==> config.mk <==
export PLATFORM = sky130hd
export DESIGN_NAME = capbuf_ctrl
export DESIGN_NICKNAME = d
export VERILOG_FILES = /design/src/rtl/cap_pkg.sv /design/src/rtl/capbuf_mode_ctl.sv /design/src/rtl/capbuf_store.sv /design/src/rtl/capbuf_ctrl.sv
export SDC_FILE = /design/constraint.sdc
export NUM_CORES = 1
export LEC_CHECK = 0
export BUFFER_PORTS_ARGS = -buffer_cell sky130_fd_sc_hd__clkbuf_2
export CAP_MARGIN = 20
export CORE_MARGIN = 2
export CORE_UTILIZATION = 40
export CTS_CLUSTER_SIZE = 25
export DETAILED_ROUTE_END_ITERATION = 7
export GPL_TIMING_DRIVEN = 0
export PLACE_DENSITY = 0.64
export SETUP_SLACK_MARGIN = 0.2
export SYNTH_ARGS = -nofsm -noshare
export SYNTH_HDL_FRONTEND = slang
export SYNTH_SLANG_ARGS = --single-unit
==> constraint.sdc <==
create_clock -name clk -period 3.4 [get_ports clk]
set_clock_uncertainty 0.05 [all_clocks]
set_input_delay 0.34 -clock clk [delete_from_list [all_inputs] [get_ports clk]]
set_output_delay 0.34 -clock clk [all_outputs]
set_load 0.005 [all_outputs]
==> src/rtl/cap_pkg.sv <==
package cap_pkg;

    localparam int RES_W     = 12;
    localparam int ID_W      = 3;
    localparam int WORD_W    = RES_W + ID_W + 1;
    localparam int CAP_DEPTH = 16;

    localparam logic [2:0] MODE_HALT  = 3'b000;
    localparam logic [2:0] MODE_FILL  = 3'b001;
    localparam logic [2:0] MODE_HIST  = 3'b100;
    localparam logic [2:0] MODE_AFTER = 3'b110;

    typedef enum logic [1:0] {
        FMT_BARE    = 2'b00,
        FMT_CHAN    = 2'b01,
        FMT_CHAN_DV = 2'b10,
        FMT_BARE_B  = 2'b11
    } fmt_e;

    typedef struct packed {
        logic [RES_W-1:0] res;
        logic [ID_W-1:0]  id;
    } sample_t;

    typedef struct packed {
        logic push;
        logic overwrite;
    } wr_ctl_t;

    function automatic logic [WORD_W-1:0] pack_word(sample_t s, fmt_e f);
        logic [WORD_W-1:0] w;
        case (f)
            FMT_CHAN:    w = {s.res, s.id, 1'b0};
            FMT_CHAN_DV: w = {s.res, s.id, 1'b1};
            default:     w = {s.res, {(ID_W+1){1'b0}}};
        endcase
        return w;
    endfunction

endpackage

==> src/rtl/capbuf_mode_ctl.sv <==
module capbuf_mode_ctl
    import cap_pkg::*;
(
    input  logic       clk,
    input  logic       rst,
    input  logic [2:0] cfg_mode,
    input  logic       alert_in,
    input  logic       smp_valid,
    input  logic       full,
    input  logic       rd_pop,
    output wr_ctl_t    ctl
);

    logic [2:0] mode_q;
    logic       trig_q;
    logic       mode_chg;
    logic       trig_eff;
    logic       alert_mode;

    always_comb begin
        mode_chg   = (cfg_mode != mode_q);
        trig_eff   = (trig_q && !mode_chg) || alert_in;
        alert_mode = (cfg_mode == MODE_HIST) || (cfg_mode == MODE_AFTER);
        ctl        = '0;
        case (cfg_mode)
            MODE_FILL: ctl.push = smp_valid && !full;
            MODE_HIST: begin
                ctl.push      = smp_valid && !trig_eff;
                ctl.overwrite = smp_valid && !trig_eff && full && !rd_pop;
            end
            MODE_AFTER: ctl.push = smp_valid && trig_eff && !full;
            default:    ctl = '0;
        endcase
    end

    always_ff @(posedge clk) begin
        if (rst) begin
            mode_q <= MODE_FILL;
            trig_q <= 1'b0;
        end else begin
            mode_q <= cfg_mode;
            trig_q <= alert_mode && trig_eff;
        end
    end

    AST_FROZEN_NO_PUSH: assert property (@(posedge clk) disable iff (rst)
        (trig_q && cfg_mode == MODE_HIST && cfg_mode == mode_q) |-> !ctl.push);

    AST_AFTER_WAITS: assert property (@(posedge clk) disable iff (rst)
        (cfg_mode == MODE_AFTER && !alert_in && !trig_q) |-> !ctl.push);

endmodule

==> src/rtl/capbuf_store.sv <==
module capbuf_store #(
    parameter  int DEPTH  = 16,
    parameter  int WORD_W = 16,
    localparam int AW     = (DEPTH > 1) ? $clog2(DEPTH) : 1,
    localparam int CW     = $clog2(DEPTH + 1)
) (
    input  logic              clk,
    input  logic              rst,
    input  logic              push,
    input  logic              overwrite,
    input  logic [WORD_W-1:0] wr_word,
    input  logic              rd_en,
    output logic              rd_pop,
    output logic              full,
    output logic [WORD_W-1:0] rd_data,
    output logic [CW-1:0]     fill
);

    logic [WORD_W-1:0] mem [DEPTH];
    logic [AW-1:0]     wr_ptr;
    logic [AW-1:0]     rd_ptr;
    logic              drop_head;

    function automatic logic [AW-1:0] bump(logic [AW-1:0] p);
        return (p == AW'(DEPTH - 1)) ? '0 : p + AW'(1);
    endfunction

    always_comb begin
        full      = (fill == CW'(DEPTH));
        rd_pop    = rd_en && (fill != '0);
        drop_head = rd_pop || overwrite;
        rd_data   = (fill == '0) ? '0 : mem[rd_ptr];
    end

    always_ff @(posedge clk) begin
        if (push) mem[wr_ptr] <= wr_word;
    end

    always_ff @(posedge clk) begin
        if (rst) begin
            wr_ptr <= '0;
            rd_ptr <= '0;
            fill   <= '0;
        end else begin
            if (push)      wr_ptr <= bump(wr_ptr);
            if (drop_head) rd_ptr <= bump(rd_ptr);
            fill <= fill + CW'(push) - CW'(drop_head);
        end
    end

    AST_COUNT_BOUND: assert property (@(posedge clk) disable iff (rst)
        fill <= CW'(DEPTH));

    AST_EMPTY_READ_HOLDS: assert property (@(posedge clk) disable iff (rst)
        (fill == '0 && !push) |=> (fill == '0));

    AST_FULL_STAYS: assert property (@(posedge clk) disable iff (rst)
        (fill == CW'(DEPTH) && !rd_en) |=> (fill == CW'(DEPTH)));

    AST_OVERWRITE_ONLY_FULL: assert property (@(posedge clk) disable iff (rst)
        overwrite |-> (fill == CW'(DEPTH) && push));

endmodule

==> src/rtl/capbuf_ctrl.sv <==
module capbuf_ctrl
    import cap_pkg::*;
#(
    parameter  int DEPTH = CAP_DEPTH,
    localparam int CW    = $clog2(DEPTH + 1)
) (
    input  logic              clk,
    input  logic              rst,
    input  logic              smp_valid,
    input  logic [RES_W-1:0]  smp_result,
    input  logic [ID_W-1:0]   smp_chid,
    input  logic              alert_in,
    input  logic [2:0]        cfg_mode,
    input  logic [1:0]        cfg_fmt,
    input  logic              rd_en,
    output logic [WORD_W-1:0] rd_data,
    output logic [CW-1:0]     fill_count
);

    sample_t           smp;
    logic [WORD_W-1:0] wr_word;
    wr_ctl_t           ctl;
    logic              full;
    logic              rd_pop;

    always_comb begin
        smp.res = smp_result;
        smp.id  = smp_chid;
        wr_word = pack_word(smp, fmt_e'(cfg_fmt));
    end

    capbuf_mode_ctl u_mode (
        .clk       (clk),
        .rst       (rst),
        .cfg_mode  (cfg_mode),
        .alert_in  (alert_in),
        .smp_valid (smp_valid),
        .full      (full),
        .rd_pop    (rd_pop),
        .ctl       (ctl)
    );

    capbuf_store #(
        .DEPTH  (DEPTH),
        .WORD_W (WORD_W)
    ) u_store (
        .clk       (clk),
        .rst       (rst),
        .push      (ctl.push),
        .overwrite (ctl.overwrite),
        .wr_word   (wr_word),
        .rd_en     (rd_en),
        .rd_pop    (rd_pop),
        .full      (full),
        .rd_data   (rd_data),
        .fill      (fill_count)
    );

    AST_HALT_NO_GROWTH: assert property (@(posedge clk) disable iff (rst)
        (cfg_mode == MODE_HALT) |=> (fill_count <= $past(fill_count)));

endmodule

Word level (Yosys, flattened, before mapping). Memories as Yosys holds them, arrays and structs flattened. A register that Yosys moved wholly into a read port is not among the register bits. Index checks and enable logic that the tools add are counted. W data, S select, Z words.

$add $sub $neg: 4. Multiply operators: 0. Divide/modulo/power cells: 0. $lt $le $gt $ge: 0. Eq/ne operators: 9. Shift-type cells: 0. Muxes and demuxes: 10. Bitwise logic cells: 0. Reduce and logical (&&, ||, !) cells: 18.

Operators with widths (count): $mux W16 (1); $mux W4 (4); $logic_and A1 B1 Y1 (9); $add A4 B1 Y4 const B (2); $eq A4 B4 Y1 const B (2); $pmux W4 S2 (1); $eq A3 B3 Y1 const B (2); $add A5 B1 Y5 (1); $eq A5 B5 Y1 const B (1); $logic_not A5 Y1 (1); $reduce_bool A5 Y1 (1); $sub A5 B1 Y5 (1); $logic_not A1 Y1 (4); $eq A3 B1 Y1 const B (1); $logic_or A1 B1 Y1 (3); $mux W1 (3); $ne A3 B3 Y1 (1); $pmux W1 S3 (1); $eq A2 B1 Y1 const B (1); $eq A2 B2 Y1 const B (1).

Register bits: 17. Latch bits: 0. Memory bits (writable): 256. Bits in read-only memories: 0. Bits of input ports: 25. Output and inout port bits: 21. Logic and storage cells: 47. Memories kept: 1.

Memories: u_store.mem (words 16, bits a word 16, read ports 1, clocked after memory_dff 1, write ports 1, line capbuf_store.sv:19) `logic [WORD_W-1:0] mem [DEPTH];`.

Depth between registers and ports, before layout. Gate-level depths: netlist (run 1).

Depth after elaboration: 12. Gate-level depth with buffers: 16. Gate-level depth less buffers: 16.

Cells and area by module. Synthesis (run 1) repeated with hierarchy kept, for this count alone.

Cells, all modules: 547. Area, all modules: 11055.6 um^2.

Modules (own cells, without submodules): capbuf_store (instances 1, cells each 513, area an instance 10766.6 um^2, seq. area each 8027.7 um^2); capbuf_mode_ctl (instances 1, cells each 25, area an instance 217.7 um^2, seq. area each 80.1 um^2); capbuf_ctrl (instances 1, cells each 9, area an instance 71.3 um^2, seq. area each 0.0 um^2).

Worst setup path after synthesis (run 1). OpenSTA, ideal clock, no wires.

Path type: register -> register. Start point: register u_store.fill[2]. End point: register u_store.fill[4]. Setup time: 0.071 ns. Data arrival time: 2.982 ns. Data required time: 3.279 ns. Slack: 0.298 ns. Cell stages (with the launch flop): 17. Path buffers: 0. Clock period less this slack: 3.102 ns. Path through: dfxtp_1 inv_1 ha_1 and4bb_2 or4b_1 nand3_2 inv_1 ha_1 inv_1 ha_1 inv_1 fa_1 inv_1 a21oi_1 nor2_1 or3_1 a21oi_1.

Longest elaborated chain between the ends: 7. Elaborated cells on any way between the ends: 14. Classes of those cells: add/sub: 2; eq/ne: 1; mux: 2; reduce/logical: 9.

Ends and longest elaborated chain: start, declared (line capbuf_store.sv:16) `output logic [CW-1:0] fill`; start signal, assigned (line capbuf_store.sv:47) `fill <= fill + CW'(push) - CW'(drop_head);`; parallel branches: the longest is 6 deep, another holds $add A5 B1 Y5; $sub A5 B1 Y5 (*) (line capbuf_store.sv:47).

Mark *: on every way between the ends. A chain may end at the register's enable or synchronous reset.

Final worst setup path (run 1). Ends and elaborated chain as after synthesis.

==> metrics.md, run 1 <==
| Metric | Value |
|---|---|
| Ports | 46 |
| Vias in the first global route | between 5,000 and 6,000 |
| Worst Slack Setup Final | around 0.20 ns |
| TritonCTS clock tree | done |
| Commonest non-fill, non-tap cells in the layout | sky130_fd_sc_hd__edfxtp_1 (256), sky130_fd_sc_hd__mux4_2 (80), sky130_fd_sc_hd__clkbuf_2 (47), sky130_fd_sc_hd__clkbuf_16 (28), sky130_fd_sc_hd__nor2b_1 (21) |
| Critical path startpoint category | register |
| Leading cell type in the layout, fill and taps excluded | sky130_fd_sc_hd__edfxtp_1 |
| Final weighted congestion in routability-driven placement | roughly 0.73 |
| Highest cell delay on the worst timing path | approximately 0.57 ns |
| Share of synthesized cell area in and, or, nand and nor gates | 0.04505 |
| Count of H-tree levels built during CTS | 1 |
| Required arrival time at the worst endpoint | about 3.8 ns |
| Number of unique standard cell types used by synthesis | 41 |
| Total Routing Usage GR | 0.1618 |
| Depth of the worst hold-timing path | 2 |
| Rows | 60 |
| Overall routed net length | 22,820 um |
| Detailed Route Iter0 Violations | 619 |
| Max-slew violation count | 0 |
| XOR/XNOR Fraction of Synth Area | 0.004778 |
| CP cell instances | inv_1, ha_2, and4bb_2, or4b_4, nand3_4, inv_2, ha_1, inv_1, ha_1, inv_2, fa_2, inv_1, a21oi_2, nor2_1, or3_1, a21oi_1 |
| Library cell appearing most often on the critical path | sky130_fd_sc_hd__inv_1 |
| Post-synthesis register bit count | roughly 280 |
| Adder and majority cell fraction of the synthesized area | 0.01775 |
| Family with the most delay on the worst path | simple AND/OR/NAND/NOR gates |
| Final Net Count | ~640 |
| Static Leakage | 4.156 nW |
| Syn_nets | about 560 |
| Antenna violations before repair | 0 |
| Synthesized-area fraction occupied by ao, oa, aoi and oai cells | 0.01217 |
| Slew at the pin closest to its max-slew limit | roughly 1.1 ns |
| Leading register cell type out of synthesis | sky130_fd_sc_hd__edfxtp_1 |
| Final worst path period need | about 3.2 ns |
| Vias post-DR | between 5,000 and 6,000 |
| Die width | about 170 um |
| Kind of capture point of the worst setup path | register |
| Path type of the worst setup path | reg2reg |
| Share of post-route cells with drive strength above 1 | 0.3365 |
| Final setup fails | 0 |
| WHS | about 0.019 ns |
| Placed instance count | slightly above 900 |
| Max rail drop VDD | about 0.00045 V |
| Post-synth EDFFs | approximately 260 |
| Share of the yosys chip area belonging to registers | 0.7372 |
| Largest net degree at the start of global routing | 17 |
| Number of max-cap violations | 0 |
| Y dimension of the die | roughly 170 um |
| Antenna-violating nets left | 0 |
| Non-filler instance count after layout | slightly below 1,000 |
| Detailed-router iteration count before antenna repair | 7 |
| Layout Area Growth over Synthesis | 15.32% |
| Arrival time worst endpoint | around 3.6 ns |
| Clock Pin Slew Worst Setup and Hold Paths | ~0.06 ns |
| RSZ-0062 raised after global routing | true |
| Post-detailed-route wirelength per cell | around 24 um |
| Worst path buffer plus inverter count | 5 |
| Area of the die | slightly below 0.03 mm2 |
| Post-layout util | 0.4706 |
| Number of buffers added by the clock tree synthesis step | 28 |
| Hold_buf cts | 0 |
| Proportion of register bits with asynchronous set or reset after synthesis | 0 |
| Sum of net half-perimeters after detailed placement | about 13,000 um |
| I/O Buffers | 45 |
| Worst min path class | in2reg |
| Placed cell areas | between 0.01 and 0.015 mm2 |
| Final Hold Viols | 0 |
| Path length in cells of the critical path | 16 |
| Starting density of the core | 0.4081 |
| Clk Latency, worst-skew pair | about 0.53 ns |
| Wire length of the first global-routing pass | between 30,000 and 40,000 um |
| Final period utilization | 0.9416 |
| Mean number of vias per cell | between 5 and 6 |
| Slew Limit Headroom | 0.2899 |
| Largest buffer count on any clock path | 3 |
| Clock sink count | ~280 |
| Total Neg Setup Slack | 0 ns |
| Maximum fanout encountered on the critical timing path | 4 |
| Core footprint | 0.02695 mm2 |
| Detailed-route DRC error count | 0 |
| Diodes inserted | 0 |
| Number of cell instances on the worst register-to-register path | 16 |
| Pwr per Cell Area | between 600 and 700 mW/mm2 |
| Dominant combinational cell family by area after synthesis | multiplexers |
| Cell Area, Synth | about 0.011 mm2 |
| Total of warnings raised by yosys | 0 |
| Highest clock rate | 0.3124 GHz |
| Slowest cell on crit path | sky130_fd_sc_hd__or4b_4 |
| Mean Syn Cell Area | between 20 and 25 um2 |
| Power consumption | between 8 and 9 mW |
| Synth Instances | ~520 |
| Run status | finished clean |
| Multiplexer fraction of the synthesized cell area | 0.1675 |
| Root buffer selected by CTS | sky130_fd_sc_hd__clkbuf_16 |
| DP Worst Slack | -0.2750 ns |
| Total grt overflow | 0 |
| Final instance area | 0.01268 mm2 |
==> kinds of logic after synthesis <==
group / count (synthesis)
muxes: 84
xor gates and xnor gates: 6
adders and majority gates: 15
DFF: 277
and+or+nand+nor: 80
buffers and inverters: 38
AOI/OAI and AO/OA: 21
==> report_power, final <==
| group | internal, mW | switching, mW |
|---|---|---|
| sequential | 3.78 | 0.0550 |
| combinational | 0.781 | 0.767 |
| clock | 1.61 | 1.24 |
| total | 6.18 | 2.06 |
==> cells in the mapped netlist (2+ instances only) <==
| cell | number | share of area |
|---|---|---|
| sky130_fd_sc_hd__nor2_1 | 12 | 0.0041 |
| sky130_fd_sc_hd__a31oi_1 | 2 | 0.0011 |
| sky130_fd_sc_hd__mux2i_1 | 4 | 0.0036 |
| sky130_fd_sc_hd__nand3_1 | 3 | 0.0014 |
| sky130_fd_sc_hd__nor3_1 | 2 | 0.00091 |
| sky130_fd_sc_hd__edfxtp_1 | 256 | 0.70 |
| sky130_fd_sc_hd__or3_1 | 3 | 0.0017 |
| sky130_fd_sc_hd__ha_1 | 14 | 0.016 |
| sky130_fd_sc_hd__a21oi_1 | 8 | 0.0036 |
| sky130_fd_sc_hd__and2_1 | 5 | 0.0028 |
| sky130_fd_sc_hd__nand2_1 | 4 | 0.0014 |
| sky130_fd_sc_hd__buf_4 | 7 | 0.0048 |
| sky130_fd_sc_hd__buf_1 | 7 | 0.0024 |
| sky130_fd_sc_hd__and3_1 | 16 | 0.0091 |
| sky130_fd_sc_hd__mux4_2 | 80 | 0.16 |
| sky130_fd_sc_hd__nor2b_1 | 21 | 0.012 |
| sky130_fd_sc_hd__xnor2_1 | 4 | 0.0032 |
| sky130_fd_sc_hd__nand2b_1 | 6 | 0.0034 |
| sky130_fd_sc_hd__inv_1 | 16 | 0.0055 |
| sky130_fd_sc_hd__dfxtp_1 | 21 | 0.038 |
| sky130_fd_sc_hd__o21ai_0 | 4 | 0.0018 |
| sky130_fd_sc_hd__xor2_1 | 2 | 0.0016 |
| sky130_fd_sc_hd__clkbuf_1 | 6 | 0.0020 |
==> state kept, by name, indices dropped and copies added, names as in the netlist, named ones only <==
signal          cells
u_mode.mode_q       3
u_mode.trig_q       1
u_store.fill        5
u_store.mem       256
u_store.rd_ptr      4
u_store.wr_ptr      4
==> worst reg2reg max path, delay by kind of cell (launching register included) <==
kind	cells	cell delay (ns)
simple gates	5	1.34
fa+ha+maj	4	0.86
flops	1	0.35
buf+inv	5	0.30
compound gates	2	0.26
==> layer usage <==
| metal | routed length [um] | global-route usage | vias up |
|---|---|---|---|
| li1 | - | - | 2314 |
| met1 | 9526 | 0.2222 | 2859 |
| met2 | 11700 | 0.2765 | 177 |
| met3 | 1269 | 0.02372 | 24 |
| met4 | 326 | 0.03567 | 0 |
| met5 | 0 | 0 | - |
==> area by class of cell <==
cell class | instances | area, um2
fillers | 2211 | 14270
flip-flops and latches | 277 | 8110
multi-input cells | 206 | 2755
clock buffers | 34 | 733.2
well taps | 341 | 426.7
repair buffers | 53 | 335.3
plain buffers | 22 | 141.4
clock inverters | 16 | 121.4
inverters | 16 | 60.06
==> final timing paths <==
path / from / endpoint / slack, ns
max: u_store.fill[2] / u_store.fill[4] / 0.20
max reg2reg: u_store.fill[2] / u_store.fill[4] / 0.20
min: cfg_mode[0] / u_mode.mode_q[0] / 0.02
min reg2reg: u_store.rd_ptr[3] / register / 0.48
==> what timing repair did <==
action,in CTS,in global routing
endpoints found under the setup margin,180,101
hold endpoints to repair,0,0
setup buffers,2,1
pin swaps,1,3
resized for setup,15,18
(Power assumes the default switching activity.)
==> inputs of run 2 (changes only) <==
--- a/config.mk
+++ b/config.mk
@@ -13,6 +13,7 @@
 export DETAILED_ROUTE_END_ITERATION = 7
 export GPL_TIMING_DRIVEN = 0
 export PLACE_DENSITY = 0.64
+export RECOVER_POWER = 100
 export SETUP_SLACK_MARGIN = 0.2
 export SYNTH_ARGS = -nofsm -noshare
 export SYNTH_HDL_FRONTEND = slang
==> run 2 against run 1 <==
Against the previous run:
- critical endpoint unchanged
- worst hold slack improved by 0.00092 ns
- setup slack got worse by 0.015 ns
- combinational power about the same
- final area decreased by 0.76%
- sequential power about the same
- routed wire length decreased by 0.57%
- count of clock-buffer cells in the layout unchanged
- sequential share of layout area increased by 0.49 points
==> metrics.md, run 2 (synthesis gave the netlist of run 1 again) <==
| Metric | Value |
|---|---|
| Run status | finished clean |
| Kind of capture point of the worst setup path | register |
| Number of cell instances on the worst register-to-register path | 16 |
| Vias post-DR | 5,354 |
| Required arrival time at the worst endpoint | about 3.8 ns |
| Core footprint | around 0.027 mm2 |
| Final Net Count | 644 |
| Total Routing Usage GR | 0.1618 |
| Clock sink count | about 280 |
| Post-detailed-route wirelength per cell | about 24 um |
| Arrival time worst endpoint | approximately 3.6 ns |
| RSZ-0062 raised after global routing | true |
| Ports | 46 |
| Pwr per Cell Area | around 650 mW/mm2 |
| Flip-flop count of the largest register, all copies and words added | roughly 260 |
| Share of post-route cells with drive strength above 1 | 0.3077 |
| Slew Limit Headroom | 0.2722 |
| Number of max-cap violations | 0 |
| Max rail drop VDD | roughly 0.00045 V |
| Total grt overflow | 0 |
| Static Leakage | between 4 and 5 nW |
| Commonest non-fill, non-tap cells in the layout | sky130_fd_sc_hd__edfxtp_1 (256), sky130_fd_sc_hd__mux4_2 (80), sky130_fd_sc_hd__clkbuf_2 (38), sky130_fd_sc_hd__clkbuf_16 (28), sky130_fd_sc_hd__clkbuf_1 (26) |
| Rows | 60 |
| Max-slew violation count | 0 |
| Final period utilization | 0.9461 |
| Critical path startpoint category | register |
| Final weighted congestion in routability-driven placement | 0.7317 |
| Register ranked first by flip-flop count | u_store.mem |
| Hold_buf cts | 0 |
| Detailed Route Iter0 Violations | approximately 580 |
| TritonCTS clock tree | done |
| Fillers | roughly 2,200 |
| Layout Area Growth over Synthesis | 14.45% |
| Overall routed net length | approximately 23,000 um |
| Total Neg Setup Slack | 0 ns |
| Final Hold Viols | 0 |
| Die width | 169.8 um |
| Final instance area | ~0.013 mm2 |
| Placed cell areas | 0.01165 mm2 |
| Worst min path class | in2reg |
| Final worst path period need | between 3 and 4 ns |
| Clk Latency, worst-skew pair | about 0.53 ns |
| Antenna violations before repair | 0 |
| Slew at the pin closest to its max-slew limit | between 1 and 1.5 ns |
| Diodes inserted | 0 |
| Mean number of vias per cell | around 5.5 |
| Maximum fanout encountered on the critical timing path | 4 |
| Number of buffers added by the clock tree synthesis step | 28 |
| Starting density of the core | 0.4081 |
| Largest net degree at the start of global routing | 17 |
| Wire length of the first global-routing pass | 34,100 um |
| Area of the die | about 0.029 mm2 |
| Depth of the worst hold-timing path | 2 |
| Detailed-router iteration count before antenna repair | 7 |
| Largest registers in the final layout | u_store.mem (256), u_store.fill (5) |
| Vias in the first global route | 5,589 |
| Clock Pin Slew Worst Setup and Hold Paths | approximately 0.060 ns |
| Sum of net half-perimeters after detailed placement | ~13,000 um |
| I/O Buffers | 45 |
| Largest buffer count on any clock path | 3 |
| Y dimension of the die | around 170 um |
| Final setup fails | 0 |
| Root buffer selected by CTS | sky130_fd_sc_hd__clkbuf_16 |
| Path type of the worst setup path | reg2reg |
| Count of H-tree levels built during CTS | 1 |
| Antenna-violating nets left | 0 |
| Highest clock rate | 0.3109 GHz |
| Detailed-route DRC error count | 0 |
| Leading cell type in the layout, fill and taps excluded | sky130_fd_sc_hd__edfxtp_1 |
-- run 2: cell types whose count changed in the layout (fill, tap and decap cells not counted), moves of 2 or more --
cell                       before  now
sky130_fd_sc_hd__and2_0         0    3
sky130_fd_sc_hd__and2_1         5    2
sky130_fd_sc_hd__buf_4          6    4
sky130_fd_sc_hd__buf_8          4    0
sky130_fd_sc_hd__clkbuf_1      10   26
sky130_fd_sc_hd__clkbuf_2      47   38
sky130_fd_sc_hd__clkbuf_4       0    2
-- run 2: path summary, 6_finish.rpt --
| kind | from | endpoint | slack [ns] |
|---|---|---|---|
| max reg2reg | u_store.fill[2] | u_store.fill[4] | 0.18 |
| min | cfg_mode[0] | u_mode.mode_q[0] | 0.02 |
| max | u_store.fill[2] | u_store.fill[4] | 0.18 |
| min reg2reg | u_store.rd_ptr[3] | register | 0.48 |
-- run 2: cell type report --
cell class	count	area (um2)	area share
plain buffers	22	137.6	0.01093
flip-flops and latches	277	8110	0.6443
well taps	341	426.7	0.03390
inverters	16	60.06	0.004771
clock buffers	34	733.2	0.05825
clock inverters	16	121.4	0.009642
multi-input cells	206	2746	0.2182
repair buffers	53	251.5	0.01998
-- run 2: per-stage QoR --
step	cells	power (mW)	hold WS (ns)	utilization	worst slack, ns
after detailed placement	907	5.435	0.4587	0.4323	-0.2750
after floorplan	521	4.917	0.3889	-	0.2980
after CTS	959	8.287	0.005166	0.4656	0.1275
final	965	8.222	0.01989	0.4670	0.1831
after global placement	907	5.379	0.4364	0.4323	-0.1057
after global routing	965	8.549	0.03032	0.4670	0.03761
-- run 2: power breakdown --
| group | switching [mW] | total (mW) | internal, mW | leakage (nW) |
|---|---|---|---|---|
| registers | 0.0557 | 3.84 | 3.79 | 2.49 |
| logic | 0.763 | 1.53 | 0.771 | 1.19 |
| clock network | 1.24 | 2.85 | 1.61 | 0.413 |
-- run 2: worst max-delay path: stages, from the launching register on --
cell and delay (ns):
sky130_fd_sc_hd__dfxtp_2 0.35, sky130_fd_sc_hd__inv_1 0.06, sky130_fd_sc_hd__ha_1 0.21, sky130_fd_sc_hd__and4bb_1 0.24
sky130_fd_sc_hd__or4b_4 0.57, sky130_fd_sc_hd__nand3_4 0.10, sky130_fd_sc_hd__inv_2 0.07, sky130_fd_sc_hd__ha_1 0.28
sky130_fd_sc_hd__inv_1 0.04, sky130_fd_sc_hd__ha_1 0.19, sky130_fd_sc_hd__inv_2 0.06, sky130_fd_sc_hd__fa_2 0.20
sky130_fd_sc_hd__inv_1 0.06, sky130_fd_sc_hd__a21oi_2 0.13, sky130_fd_sc_hd__nor2_1 0.06, sky130_fd_sc_hd__or3_1 0.36
sky130_fd_sc_hd__a21oi_1 0.13
-- run 2: repair_timing --
| item | 4_1_cts | 5_1_grt |
|---|---|---|
| gates cloned | 0 | 0 |
| pin swaps | 1 | 3 |
| endpoints found under the hold margin | 0 | 0 |
| setup buffers | 2 | 1 |
| resized for setup | 15 | 18 |
| setup endpoints to repair | 180 | 101 |
-- run 2: metal layers --
metal	vias up	global-route usage	share of wire
met2	195	0.2765	0.51
met4	0	0.03567	0.017
met5	-	0	0
met1	2816	0.2222	0.41
met3	32	0.02372	0.061
li1	2311	-	-
==> inputs of run 3 (changes only) <==
--- a/config.mk
+++ b/config.mk
@@ -17,4 +17,5 @@
 export SETUP_SLACK_MARGIN = 0.2
 export SYNTH_ARGS = -nofsm -noshare
 export SYNTH_HDL_FRONTEND = slang
+export SYNTH_HIERARCHICAL = 1
 export SYNTH_SLANG_ARGS = --single-unit
==> run 3 against run 2 <==
Against the previous run:
- global-route usage down 0.28 points
- via count up 2.2%
- non-clock buffer count up 1
- sequential share of layout area down 0.95 points
- maximum frequency down 2.5%
- largest power group unchanged
- highest routed layer unchanged
==> metrics.md, run 3 <==
| Metric | Value |
|---|---|
| Worst Slack Setup Final | about 0.1 ns |
| Flip-flop count of the largest register, all copies and words added | between 200 and 300 |
| Post-detailed-route wirelength per cell | about 23 um |
| Detailed-router iteration count before antenna repair | 4 |
| Path type of the worst setup path | reg2reg |
| CP cell instances | inv_2, ha_4, or4b_4, buf_8, clkbuf_16, and2_1, nor3b_2, a21oi_4, inv_2, ha_4, inv_2, ha_4, fa_2, a21oi_2, nor2_1, or3_1, a21oi_2 |
| Arrival time worst endpoint | 3.71 ns |
| Total of warnings raised by yosys | 6 |
| Die width | 170.3 um |
| Non-filler instance count after layout | roughly 1,000 |
| Vias in the first global route | ~5,700 |
| Core footprint | between 0.02 and 0.03 mm2 |
| Kind of capture point of the worst setup path | register |
| Overall routed net length | ~23,000 um |
| R2R Setup Slk | approximately 0.1 ns |
| Share of synthesized cell area in and, or, nand and nor gates | 0.03101 |
| Post-synthesis register bit count | about 280 |
| Slew Limit Headroom | 0.2933 |
| Area share of the largest cell type after synthesis | 0.6953 |
| Count of H-tree levels built during CTS | 1 |
| Largest net degree at the start of global routing | 17 |
| Total Routing Usage GR | 0.1589 |
| DP Worst Slack | -0.1331 ns |
| Hold_buf cts | 0 |
| Synthesized-area fraction occupied by ao, oa, aoi and oai cells | 0.02603 |
| Final worst path period need | approximately 3.3 ns |
| Family with the most delay on the worst path | simple AND/OR/NAND/NOR gates |
| Antenna-violating nets left | 0 |
| Worst path buffer plus inverter count | 5 |
| Sum of net half-perimeters after detailed placement | 14,300 um |
| Area of the die | ~0.029 mm2 |
| Largest registers in the final layout | u_store/mem (256), u_store/fill (5) |
| Top post-synthesis cells by count | sky130_fd_sc_hd__edfxtp_1 (256), sky130_fd_sc_hd__mux4_2 (58), sky130_fd_sc_hd__a21oi_1 (25) |
| Number of max-cap violations | 0 |
| Mean Syn Cell Area | 20.21 um2 |
| Final period utilization | 0.9703 |
| Required arrival time at the worst endpoint | ~3.8 ns |
| Share of the yosys chip area belonging to registers | 0.7334 |
| Post-layout util | 0.4727 |
| Max rail drop VDD | between 0.0005 and 0.0006 V |
| Diodes inserted | 0 |
| Wire length of the first global-routing pass | about 34,000 um |
| Power consumption | around 8.6 mW |
| Detailed-route DRC error count | 0 |
| Slowest cell on crit path | sky130_fd_sc_hd__or4b_4 |
| Layout Area Growth over Synthesis | 15.55% |
| Root buffer selected by CTS | sky130_fd_sc_hd__clkbuf_16 |
| Hold Path Sink | u_mode/mode_q[0] |
| Final Hold Viols | 0 |
| Beginning of the worst register-to-register path | u_store/fill[2] |
| XOR/XNOR Fraction of Synth Area | 0.005545 |
| Largest buffer count on any clock path | 3 |
| Max-slew violation count | 0 |
| Dominant cell type by area after synthesis | sky130_fd_sc_hd__edfxtp_1 |
| TritonCTS clock tree | done |
| Multiplexer fraction of the synthesized cell area | 0.1664 |
| Number of cell instances on the worst register-to-register path | 17 |
| Cell Area, Synth | 0.01106 mm2 |
| Total grt overflow | 0 |
| Static Leakage | between 4 and 5 nW |
| Pwr per Cell Area | ~670 mW/mm2 |
| Syn_nets | 587 |
| Commonest non-fill, non-tap cells in the layout | sky130_fd_sc_hd__edfxtp_1 (256), sky130_fd_sc_hd__mux4_2 (58), sky130_fd_sc_hd__clkbuf_2 (30), sky130_fd_sc_hd__clkbuf_16 (29), sky130_fd_sc_hd__clkbuf_1 (29) |
| Dominant combinational cell family by area after synthesis | multiplexers |
| Starting density of the core | 0.4091 |
| Placed instance count | between 900 and 1,000 |
| Adder and majority cell fraction of the synthesized area | 0.01766 |
| Start point of the worst hold path | cfg_mode[0] |
| Final weighted congestion in routability-driven placement | 0.7555 |
| Y dimension of the die | 170.3 um |
| Clock Pin Slew Worst Setup and Hold Paths | 0.06 ns |
| Slew at the pin closest to its max-slew limit | 1.055 ns |
| Number of buffers added by the clock tree synthesis step | 28 |
| Mean number of vias per cell | around 5.5 |
| Proportion of register bits with asynchronous set or reset after synthesis | 0 |
| Register ranked first by flip-flop count | u_store/mem |
| Worst min path class | in2reg |
| Post-synth EDFFs | roughly 260 |
| Most frequent cell after synthesis | sky130_fd_sc_hd__edfxtp_1 |
| Ports | 46 |
| Leading register cell type out of synthesis | sky130_fd_sc_hd__edfxtp_1 |
| WHS | roughly 0.034 ns |
| Largest cells by area after synthesis | sky130_fd_sc_hd__edfxtp_1 (70%), sky130_fd_sc_hd__mux4_2 (12%), sky130_fd_sc_hd__dfxtp_1 (3.8%) |
| Clk Latency, worst-skew pair | approximately 0.53 ns |
| Share of post-route cells with drive strength above 1 | 0.3088 |
| Critical path startpoint category | register |
| Clock sink count | 277 |
| Vias post-DR | about 5,500 |
| RSZ-0062 raised after global routing | true |
| Highest cell delay on the worst timing path | roughly 0.46 ns |
| Depth of the worst hold-timing path | 2 |
| Run status | finished clean |
| Antenna violations before repair | 0 |
| Final Net Count | between 600 and 700 |
| Endpoint of the worst-slack reg-to-reg timing path | u_store/fill[4] |
| Synth Instances | ~550 |
| I/O Buffers | between 40 and 50 |
| Detailed Route Iter0 Violations | approximately 460 |
| Final setup fails | 0 |
| Leading cell type in the layout, fill and taps excluded | sky130_fd_sc_hd__edfxtp_1 |
| Highest clock rate | about 0.3 GHz |
| Maximum fanout encountered on the critical timing path | 10 |
| Rows | 60 |
| Number of unique standard cell types used by synthesis | 46 |
[run 3: cell families after synthesis]
family | after synthesis
DFF | 277
muxes | 99
adders and majority gates | 15
buffers and inverters | 39
AOI/OAI and AO/OA | 51
xor gates and xnor gates | 7
and+or+nand+nor | 59
[run 3: area by class of cell]
type	instances	area, um2
fill	2264	14250
sequential	277	8110
multi-input combinational	231	2828
clock buffer	39	782.0
tap	341	426.7
timing repair buffer	52	254.0
buffer	24	196.4
clock inverter	13	121.4
inverter	15	56.30
[run 3: metrics by stage]
stage	TNS (ns)	instance area (um2)
4_1_cts	0	12730
6_report	0	12770
3_3_place_gp	-0.1835	11730
5_1_grt	-0.03844	12770
2_1_floorplan	0	11080
3_5_place_dp	-5.685	11750
[run 3: layer usage]
layer  track usage  vias up  wire (um)
li1              -     2389          -
met1        0.2166     2875       9830
met2        0.2729      173      11290
met3       0.02512       33       1258
met4       0.03122        0        393
met5             0        -          0
[run 3: worst max-delay path by stage]
stage	startpoint	end	slack, ns	cells after the start
2_1_floorplan	u_store/fill[3]	u_store/fill[4]	0.22	17
5_1_grt	u_store/fill[2]	u_store/fill[4]	-0.04	17
6_report	u_store/fill[2]	u_store/fill[4]	0.10	17
4_1_cts	u_store/fill[2]	u_store/fill[4]	0.07	17
3_5_place_dp	u_store/fill[3]	u_store/mem[2][8]	-0.13	8
3_3_place_gp	u_store/fill[2]	u_store/mem[2][9]	-0.009	8
[run 3: worst register-to-register path, stage by stage, from the launching register on]
cell,delay (ns)
sky130_fd_sc_hd__dfxtp_2,0.32
sky130_fd_sc_hd__inv_2,0.07
sky130_fd_sc_hd__ha_4,0.13
sky130_fd_sc_hd__or4b_4,0.47
sky130_fd_sc_hd__buf_8,0.14
sky130_fd_sc_hd__clkbuf_16,0.15
sky130_fd_sc_hd__and2_1,0.16
sky130_fd_sc_hd__nor3b_2,0.22
sky130_fd_sc_hd__a21oi_4,0.05
sky130_fd_sc_hd__inv_2,0.07
sky130_fd_sc_hd__ha_4,0.12
sky130_fd_sc_hd__inv_2,0.04
sky130_fd_sc_hd__ha_4,0.15
sky130_fd_sc_hd__fa_2,0.35
sky130_fd_sc_hd__a21oi_2,0.14
sky130_fd_sc_hd__nor2_1,0.06
sky130_fd_sc_hd__or3_1,0.37
sky130_fd_sc_hd__a21oi_2,0.16
[run 3: report_power, final]
part	switching, mW	internal [mW]	leakage [nW]	total (mW)
combinational	0.892	0.875	1.17	1.77
sequential	0.0458	3.78	2.49	3.83
clock	1.22	1.75	0.440	2.98
total	2.16	6.41	4.10	8.57
[run 3: what timing repair did]
action                                  4_1_cts  5_1_grt
gates resized for setup                      22       19
cloned                                        0        0
endpoints found under the setup margin      248      194
buffers inserted                              5        1
pin swaps                                     4        5
